==> config.mk <==
export PLATFORM = sky130hd
export DESIGN_NAME = brc_unit
export DESIGN_NICKNAME = d
export VERILOG_FILES = /design/src/rtl/brc_pkg.sv /design/src/rtl/brc_cond.sv /design/src/rtl/brc_target.sv /design/src/rtl/brc_cost.sv /design/src/rtl/brc_unit.sv
export SDC_FILE = /design/constraint.sdc
export NUM_CORES = 1
export LEC_CHECK = 0
export BUFFER_PORTS_ARGS = -buffer_cell sky130_fd_sc_hd__buf_2
export CORE_MARGIN = 1
export CORE_UTILIZATION = 52
export CTS_CLUSTER_DIAMETER = 100
export CTS_CLUSTER_SIZE = 8
export DETAILED_ROUTE_END_ITERATION = 16
export PLACE_DENSITY = 0.82
export SYNTH_ARGS = -nofsm -noshare
export SYNTH_HDL_FRONTEND = slang
export SYNTH_SLANG_ARGS = --single-unit
==> constraint.sdc <==
create_clock -name clk -period 1.25 [get_ports clk]
set_input_delay 0.375 -clock clk [delete_from_list [all_inputs] [get_ports clk]]
set_output_delay 0.375 -clock clk [all_outputs]
set_load 0.005 [all_outputs]
==> src/rtl/brc_pkg.sv <==
package brc_pkg;

  typedef enum logic [2:0] {
    OP_JSET    = 3'd0,
    OP_JCLR    = 3'd1,
    OP_JSETCLR = 3'd2,
    OP_JACCZ   = 3'd3,
    OP_JACCNZ  = 3'd4,
    OP_CMPJ    = 3'd5,
    OP_DECJ    = 3'd6,
    OP_NONE    = 3'd7
  } brc_op_e;

  typedef enum logic [1:0] {
    SP_PLAIN  = 2'd0,
    SP_PORT   = 2'd1,
    SP_PERIPH = 2'd2,
    SP_RSVD   = 2'd3
  } brc_space_e;

  localparam int unsigned PEN_W = 3;

  // access penalties per class family: {port, peripheral}
  localparam logic [PEN_W-1:0] PEN_TEST_PORT   = 3'd1;
  localparam logic [PEN_W-1:0] PEN_TEST_PERIPH = 3'd2;
  localparam logic [PEN_W-1:0] PEN_DEC_PORT    = 3'd2;
  localparam logic [PEN_W-1:0] PEN_DEC_PERIPH  = 3'd3;
  localparam logic [PEN_W-1:0] PEN_CLR_PORT    = 3'd3;
  localparam logic [PEN_W-1:0] PEN_CLR_PERIPH  = 3'd5;

endpackage

==> src/rtl/brc_cond.sv <==
module brc_cond
  import brc_pkg::*;
#(
  parameter int unsigned DATA_W = 8
) (
  input  brc_op_e           op,
  input  logic              bit_val,
  input  logic [DATA_W-1:0] acc,
  input  logic [DATA_W-1:0] cmp_a,
  input  logic [DATA_W-1:0] cmp_b,
  input  logic [DATA_W-1:0] cnt,
  output logic              taken,
  output logic              bit_we,
  output logic              bit_wd,
  output logic              cnt_we,
  output logic [DATA_W-1:0] cnt_wd,
  output logic              cy_we,
  output logic              cy
);

  logic [DATA_W-1:0] cnt_dec;
  assign cnt_dec = cnt - DATA_W'(1);

  always_comb begin
    taken  = 1'b0;
    bit_we = 1'b0;
    bit_wd = 1'b0;
    cnt_we = 1'b0;
    cnt_wd = '0;
    cy_we  = 1'b0;
    cy     = 1'b0;
    unique case (op)
      OP_JSET:    taken = bit_val;
      OP_JCLR:    taken = ~bit_val;
      OP_JSETCLR: begin
        taken  = bit_val;
        bit_we = bit_val;
      end
      OP_JACCZ:   taken = (acc == '0);
      OP_JACCNZ:  taken = (acc != '0);
      OP_CMPJ: begin
        cy_we = 1'b1;
        cy    = (cmp_a < cmp_b);
        taken = (cmp_a != cmp_b);
      end
      OP_DECJ: begin
        cnt_we = 1'b1;
        cnt_wd = cnt_dec;
        taken  = (cnt_dec != '0);
      end
      default: ;
    endcase
  end

endmodule

==> src/rtl/brc_target.sv <==
module brc_target #(
  parameter int unsigned PC_W   = 16,
  parameter int unsigned DISP_W = 8,
  parameter int unsigned SIZE_W = 3
) (
  input  logic [PC_W-1:0]   pc,
  input  logic [SIZE_W-1:0] size,
  input  logic [DISP_W-1:0] disp,
  input  logic              taken,
  output logic [PC_W-1:0]   target,
  output logic [PC_W-1:0]   next_pc
);

  logic [PC_W-1:0] seq_pc;
  logic [PC_W-1:0] disp_ext;

  assign seq_pc   = pc + PC_W'(size);
  assign disp_ext = {{(PC_W-DISP_W){disp[DISP_W-1]}}, disp};
  assign target   = seq_pc + disp_ext;
  assign next_pc  = taken ? target : seq_pc;

endmodule

==> src/rtl/brc_cost.sv <==
module brc_cost
  import brc_pkg::*;
#(
  parameter int unsigned BASE_W      = 4,
  parameter int unsigned ST_W        = 5,
  parameter int unsigned TAKEN_EXTRA = 3
) (
  input  brc_op_e           op,
  input  brc_space_e        space,
  input  logic [BASE_W-1:0] base,
  input  logic              taken,
  input  logic              int_exec,
  input  logic              dest_int,
  input  logic              target_odd,
  output logic [ST_W-1:0]   states
);

  logic [PEN_W-1:0] pen;
  logic [ST_W-1:0]  nt_cnt;
  logic [ST_W-1:0]  tk_cnt;
  logic             odd_pen;

  always_comb begin
    pen = '0;
    if (space == SP_PORT || space == SP_PERIPH) begin
      unique case (op)
        OP_JSET, OP_JCLR, OP_CMPJ:
          pen = (space == SP_PORT) ? PEN_TEST_PORT : PEN_TEST_PERIPH;
        OP_DECJ:
          pen = (space == SP_PORT) ? PEN_DEC_PORT : PEN_DEC_PERIPH;
        OP_JSETCLR:
          pen = (space == SP_PORT) ? PEN_CLR_PORT : PEN_CLR_PERIPH;
        default: pen = '0;
      endcase
    end
  end

  assign odd_pen = int_exec & dest_int & target_odd;
  assign nt_cnt  = ST_W'(base) + ST_W'(pen);
  assign tk_cnt  = nt_cnt + ST_W'(TAKEN_EXTRA) + ST_W'(odd_pen);
  assign states  = taken ? tk_cnt : nt_cnt;

endmodule

==> src/rtl/brc_unit.sv <==
module brc_unit
  import brc_pkg::*;
#(
  parameter int unsigned PC_W        = 16,
  parameter int unsigned DATA_W      = 8,
  parameter int unsigned SIZE_W      = 3,
  parameter int unsigned BASE_W      = 4,
  parameter int unsigned ST_W        = 5,
  parameter int unsigned TAKEN_EXTRA = 3,
  parameter int unsigned SYNC_STAGES = 2
) (
  input  logic              clk,
  input  logic              rst_n,
  input  logic              start_i,
  input  logic [2:0]        op_i,
  input  logic [PC_W-1:0]   pc_i,
  input  logic [SIZE_W-1:0] size_i,
  input  logic [DATA_W-1:0] disp_i,
  input  logic              bit_i,
  input  logic [DATA_W-1:0] acc_i,
  input  logic [DATA_W-1:0] cmp_a_i,
  input  logic [DATA_W-1:0] cmp_b_i,
  input  logic [DATA_W-1:0] cnt_i,
  input  logic [1:0]        space_i,
  input  logic [BASE_W-1:0] base_i,
  input  logic              int_exec_i,
  input  logic              dest_int_i,
  output logic              done_o,
  output logic [PC_W-1:0]   next_pc_o,
  output logic              taken_o,
  output logic              bit_we_o,
  output logic              bit_wd_o,
  output logic              cnt_we_o,
  output logic [DATA_W-1:0] cnt_wd_o,
  output logic              cy_we_o,
  output logic              cy_o,
  output logic [ST_W-1:0]   states_o
);

  // reset: asynchronous assertion, synchronous release
  logic [SYNC_STAGES-1:0] rst_sync_q;
  logic                   rst_int_n;

  always_ff @(posedge clk or negedge rst_n) begin
    if (!rst_n) rst_sync_q <= '0;
    else        rst_sync_q <= {rst_sync_q[SYNC_STAGES-2:0], 1'b1};
  end
  assign rst_int_n = rst_sync_q[SYNC_STAGES-1];

  brc_op_e    op_c;
  brc_space_e space_c;
  assign op_c    = brc_op_e'(op_i);
  assign space_c = brc_space_e'(space_i);

  logic              taken_c, bit_we_c, bit_wd_c, cnt_we_c, cy_we_c, cy_c;
  logic [DATA_W-1:0] cnt_wd_c;
  logic [PC_W-1:0]   target_c, next_pc_c;
  logic [ST_W-1:0]   states_c;

  brc_cond #(.DATA_W(DATA_W)) u_cond (
    .op      (op_c),
    .bit_val (bit_i),
    .acc     (acc_i),
    .cmp_a   (cmp_a_i),
    .cmp_b   (cmp_b_i),
    .cnt     (cnt_i),
    .taken   (taken_c),
    .bit_we  (bit_we_c),
    .bit_wd  (bit_wd_c),
    .cnt_we  (cnt_we_c),
    .cnt_wd  (cnt_wd_c),
    .cy_we   (cy_we_c),
    .cy      (cy_c)
  );

  brc_target #(.PC_W(PC_W), .DISP_W(DATA_W), .SIZE_W(SIZE_W)) u_target (
    .pc      (pc_i),
    .size    (size_i),
    .disp    (disp_i),
    .taken   (taken_c),
    .target  (target_c),
    .next_pc (next_pc_c)
  );

  brc_cost #(.BASE_W(BASE_W), .ST_W(ST_W), .TAKEN_EXTRA(TAKEN_EXTRA)) u_cost (
    .op         (op_c),
    .space      (space_c),
    .base       (base_i),
    .taken      (taken_c),
    .int_exec   (int_exec_i),
    .dest_int   (dest_int_i),
    .target_odd (target_c[0]),
    .states     (states_c)
  );

  // next-state
  logic res_en;
  logic done_d;
  assign res_en = start_i;
  assign done_d = start_i;

  // registers
  always_ff @(posedge clk or negedge rst_int_n) begin
    if (!rst_int_n) begin
      done_o <= 1'b0;
    end else begin
      done_o <= done_d;
    end
  end

  always_ff @(posedge clk or negedge rst_int_n) begin
    if (!rst_int_n) begin
      next_pc_o <= '0;
      taken_o   <= 1'b0;
      bit_we_o  <= 1'b0;
      bit_wd_o  <= 1'b0;
      cnt_we_o  <= 1'b0;
      cnt_wd_o  <= '0;
      cy_we_o   <= 1'b0;
      cy_o      <= 1'b0;
      states_o  <= '0;
    end else if (res_en) begin
      next_pc_o <= next_pc_c;
      taken_o   <= taken_c;
      bit_we_o  <= bit_we_c;
      bit_wd_o  <= bit_wd_c;
      cnt_we_o  <= cnt_we_c;
      cnt_wd_o  <= cnt_wd_c;
      cy_we_o   <= cy_we_c;
      cy_o      <= cy_c;
      states_o  <= states_c;
    end
  end

  AST_DONE_AFTER_START: assert property (@(posedge clk) disable iff (!rst_int_n)
    start_i |=> done_o);
  AST_DONE_HAS_CAUSE: assert property (@(posedge clk) disable iff (!rst_int_n)
    done_o |-> $past(start_i));
  AST_HOLD_IDLE: assert property (@(posedge clk) disable iff (!rst_int_n)
    !start_i |=> $stable(next_pc_o) && $stable(states_o));
  AST_CLR_WRITES_ZERO: assert property (@(posedge clk) disable iff (!rst_int_n)
    bit_we_o |-> (!bit_wd_o && taken_o));
  AST_DEC_TAKEN_NZ: assert property (@(posedge clk) disable iff (!rst_int_n)
    cnt_we_o |-> (taken_o == (cnt_wd_o != '0)));
  AST_CARRY_IMPLIES_TAKEN: assert property (@(posedge clk) disable iff (!rst_int_n)
    (cy_we_o && cy_o) |-> taken_o);
  AST_ONE_WRITEBACK: assert property (@(posedge clk) disable iff (!rst_int_n)
    $onehot0({bit_we_o, cnt_we_o, cy_we_o}));
  AST_TAKEN_MIN_COST: assert property (@(posedge clk) disable iff (!rst_int_n)
    (done_o && taken_o) |-> (states_o >= ST_W'(TAKEN_EXTRA)));

endmodule

==> flow_metrics.tcl, run 1 <==
set metrics [dict create \
    grt_max_degree 36 \
    synthFlopType "dfrtp_1" \
    postGrtWorstEndpoint "next_pc_o[15]$_DFFE_PN0P_/D" \
    tool.error "[ERROR DPL-0038] Utilization greater than 100%, impossible to legalize" \
    syn_area_per_cell_um2 8.637 \
    ys_seq_area_frac 0.2806 \
    clockBufferDepth 2 \
    worstEpCategory "register data pin" \
    initial_core_util 0.5475 \
    stop_stage "global routing" \
    async_reset_ff_frac 1.000 \
    gp_congestion 0.9082 \
    synth-seq-cells 37 \
    yosysWarnings 0 \
    clock-sinks 37 \
    hpwl_mm 8.453 \
    cts_inserted_buffers 5 \
    h-tree-depth 2 \
    port-buffer-count 108 \
    io_pins 110 \
    rows 28 \
    syn-num-nets 494 \
    netlist_area_mm2 0.003299 \
    outcome "did not finish" \
    die_y_um 81.66 \
    die_x_um 81.66 \
    synth_edf_count 0 \
    synthDistinctLibCells 58 \
    clockRootBuffer "clkbuf_8" \
    syn_inst 382 \
]
-- cells by family after synthesis --
family,synth area share
simple gates,0.1839
buf+inv,0.05574
other cells,0.002276
fa+ha+maj,0.1509
flops,0.2806
mux,0.02541
xor+xnor,0.09291
compound gates,0.2082
-- synthesized netlist by cell type (all sizes together) (7+ instances only) --
master / n / area [um2]
nor2: 42 / 157.7
a21oi: 30 / 150.1
dfrtp: 37 / 925.9
xnor2: 18 / 157.7
o21ai: 20 / 100.1
inv: 28 / 105.1
xor2: 17 / 148.9
o2bb2ai: 9 / 78.83
nor3: 7 / 40.04
ha: 35 / 437.9
nor2b: 7 / 43.79
clkbuf: 11 / 41.29
nand2: 21 / 78.83
nand3: 14 / 70.07
-- timing repair --
item / in CTS
buffers inserted: 19
hold buffers: 1
cloned: 2
endpoints found under the setup margin: 23
pin swaps: 60
resized for setup: 79
endpoints found under the hold margin: 2
-- stage by stage --
stage	setup slack, ps	std cells	TNS (ps)	area (um2)
after CTS	-1854	677	-26350	5477
after global placement	-2125	648	-33580	4805
after floorplan	-1903	382	-25630	3523
after detailed placement	-2337	648	-35680	4805
==> run 2: changes to the inputs <==
--- a/config.mk
+++ b/config.mk
@@ -7,11 +7,9 @@
 export LEC_CHECK = 0
 export BUFFER_PORTS_ARGS = -buffer_cell sky130_fd_sc_hd__buf_2
 export CORE_MARGIN = 1
-export CORE_UTILIZATION = 52
-export CTS_CLUSTER_DIAMETER = 100
-export CTS_CLUSTER_SIZE = 8
+export CORE_UTILIZATION = 40
 export DETAILED_ROUTE_END_ITERATION = 16
-export PLACE_DENSITY = 0.82
+export PLACE_DENSITY_LB_ADDON = 0.15
 export SYNTH_ARGS = -nofsm -noshare
 export SYNTH_HDL_FRONTEND = slang
 export SYNTH_SLANG_ARGS = --single-unit
==> run 2 against run 1 <==
- synthesized area unchanged
- the flow now finishes, with violations (setup timing)
- synthesized cell count did not move
==> flow_metrics.tcl, run 2 <==
set metrics [dict create \
    ys_seq_area_frac 0.2806 \
    path_delay_family "compound AO/OA/AOI/OAI gates" \
    multi_input_area_mm2 0.002844 \
    syn-num-nets 494 \
    synthToLayoutAreaGrowth_pct 82.78 \
    cts_tree "yes" \
    power_mw 5.480 \
    die_y_um 92.82 \
    synth-simple-area-share 0.1839 \
    path_max_fanout 3 \
    maxCapViolCount 0 \
    clockBufferDepth 2 \
    setup_ws_ps -1887 \
    max-vdd-ir-drop_uv 550.8 \
    drtAntennaViolNets 0 \
    avgRoutedWirePerCell_um 16.55 \
    async_reset_ff_frac 1.000 \
    synth_top_area_share 0.2806 \
    synthFlopType "dfrtp_1" \
    max_freq_ghz 0.3188 \
    first_iter_violations 105 \
    top_register "next_pc_o" \
    setup_violations 23 \
    port-buffer-count 108 \
    syn_area_per_cell_um2 8.637 \
    startpoint "pc_i[0]" \
    die-area_mm2 0.008616 \
    synth_most_common_cell "nor2_1" \
    syn_inst 382 \
    start_kind "primary input" \
    p_seq_frac 0.265 \
    synth_area_leaders "dfrtp_1 (28%), ha_1 (13%), nor2_1 (4.8%), xnor2_1 (4.8%), a21oi_1 (4.6%)" \
    leakagePower_nw 2.882 \
    reg2reg_from "next_pc_o[14]$_DFFE_PN0P_" \
    io_pins 110 \
    remaining_drc_errors 0 \
    slowest_delay_ps 410 \
    netlist_area_mm2 0.003299 \
    critical_path.most_common_cell "xor2_1" \
    clock_latency_ps 290 \
    r2r_cells 3 \
    slew_violations 0 \
    path_class "in -> reg" \
    synth_top_family_by_area "compound AO/OA/AOI/OAI gates" \
    gr-total-overflow 0 \
    skew_ps 5.835 \
    cp_slowest_cell "a2111o_1" \
    path_buf_inv 1 \
    antenna_found_initial 0 \
    yosys.area.top_type "dfrtp_1" \
    synth_edf_count 0 \
    reg2reg_slack_ps 420 \
    synthTopCellsByCount "nor2_1 (42), dfrtp_1 (37), ha_1 (35)" \
    largest_register_ffs 16 \
    comb_power_share 0.510 \
    synthDistinctLibCells 58 \
    synth_fa_ha_area_frac 0.1509 \
    vias 3792 \
    switching_power_mw 1.837 \
    nets 730 \
    grt_first_pass_wirelength_mm 17.36 \
    setup_tns_ps -28690 \
    synth-seq-cells 37 \
    cp.arrival_ps 3350 \
    antenna_cells 0 \
    critPathCaptureType "flip-flop" \
    cp_data_required_time_ps 1460 \
    layout_common_cells "buf_4 (115), buf_2 (93), nor2_1 (37), dfrtp_1 (37), buf_6 (22)" \
    hpwl_mm 7.739 \
    fillers 541 \
    rows 32 \
    cts_inserted_buffers 5 \
    clk_pin_slew_worst_paths_ps 80 \
    clockRootBuffer "clkbuf_8" \
    largestRegisters "next_pc_o (16), cnt_wd_o (8), states_o (5)" \
    grt_usage 0.2566 \
    p_sw_frac 0.3352 \
    grt_pass1_vias 3809 \
    die_x_um 92.82 \
    mostFrequentLayoutCell "buf_4" \
    clock-sinks 37 \
    crit_path_cell_trace "buf_6 > ha_4 > fa_2 > a21o_1 > nand3_2 > nor2_1 > xor2_1 > ha_1 > a2111o_1 > a31o_1 > a221oi_2 > xor2_1 > nor3_1 > o31ai_2" \
    p_int_mw 3.643 \
    seq_area_um2 925.9 \
    hold_violations 0 \
    synthMuxAreaShare 0.02541 \
    grt_max_degree 36 \
    h-tree-depth 2 \
    crit_path_end "next_pc_o[15]$_DFFE_PN0P_" \
    yosysWarnings 0 \
    synth-xor-area-share 0.09291 \
    drt_wl_total_mm 11.93 \
    grt_setup_unrepaired "yes" \
    first_pass_iters 4 \
    final_layout_size_suffix_gt1_frac 0.5751 \
    vias_per_cell 5.259 \
    outcome "finished, violations left" \
    synth_compound_area_frac 0.2082 \
    initial_core_util 0.4204 \
    core-area_mm2 0.007848 \
    gp_congestion 0.9267 \
    finalCriticalPeriod_ps 3137 \
    violations "setup timing" \
    hp-class "reg -> async" \
    post-route-period-util 2.510 \
    clockPowerShare 0.225 \
    cp.depth 14 \
    powerDensity_mw_per_mm2 908.6 \
    worst_r2r_endpoint "next_pc_o[14]$_DFFE_PN0P_" \
]
run 2: worst min-delay path by stage:
| stage | startpoint | endpoint | depth (start not counted) |
|---|---|---|---|
| 6_report | rst_sync_q[1]$_DFF_PN0_ | taken_o$_DFFE_PN0P_ | 1 |
| 5_1_grt | rst_sync_q[1]$_DFF_PN0_ | cnt_wd_o[7]$_DFFE_PN0P_ | 1 |
| 4_1_cts | rst_sync_q[1]$_DFF_PN0_ | cnt_wd_o[0]$_DFFE_PN0P_ | 1 |
| 3_5_place_dp | rst_n | rst_sync_q[1]$_DFF_PN0_ | 1 |
| 3_3_place_gp | rst_n | rst_sync_q[0]$_DFF_PN0_ | 1 |
| 2_1_floorplan | rst_n | rst_sync_q[0]$_DFF_PN0_ | 0 |
run 2: logic make-up after synthesis:
kind of cell | Yosys count
compound gates | 100
xor+xnor | 35
fa+ha+maj | 38
buf+inv | 43
flops | 37
mux | 8
other cells | 2
simple gates | 119
run 2: stage by stage:
stage / hold WS, ps / instances / util / instance area, um2 / setup slack [ps]
2_1_floorplan: 79.41 / 382 / - / 3523 / -1903
3_3_place_gp: 160.6 / 682 / 0.6232 / 4891 / -2124
3_5_place_dp: 169.3 / 682 / 0.6232 / 4891 / -2277
4_1_cts: 299.5 / 713 / 0.7226 / 5670 / -1786
5_1_grt: 328.7 / 721 / 0.7685 / 6031 / -1986
6_report: 276.2 / 721 / 0.7685 / 6031 / -1887
run 2: cell type report:
class / count / area share
clock buffers: 5 / 0.01141
clock inverters: 3 / 0.01079
inverters: 28 / 0.02531
multi-input cells: 302 / 0.4716
flip-flops and latches: 37 / 0.1535
well taps: 102 / 0.02116
repair buffers: 244 / 0.3062
run 2: repair_timing:
item,4_1_cts,5_1_grt
gates cloned,3,0
buffers inserted,20,13
pin swaps,67,58
hold endpoints to repair,2,0
resized for setup,72,55
setup endpoints to repair,23,26
hold buffers,1,0
run 2: power by group through the flow:
| stage | combinational (mW) | clock (mW) | sequential (mW) |
|---|---|---|---|
| floorplan | 1.07 | 0 | 1.50 |
| global placement | 1.97 | 0 | 1.47 |
| detailed placement | 2.03 | 0 | 1.47 |
| CTS | 2.47 | 1.26 | 1.45 |
| global route | 3.00 | 1.30 | 1.47 |
| finish | 2.80 | 1.23 | 1.45 |
run 2: worst register-to-register path: stages (launching register included):
cell and delay (ps):
dfrtp_1 390, nor2b_1 130, a31oi_1 120, o21ai_1 80
run 2: routing by layer:
layer / wire length (um) / vias up / track usage
met5: 0 / - / 0
met4: 387 / 0 / 0.1154
met3: 607 / 32 / 0.02627
met2: 6268 / 138 / 0.4779
met1: 4666 / 1789 / 0.2922
li1: - / 1833 / -
(Power assumes the default switching activity.)
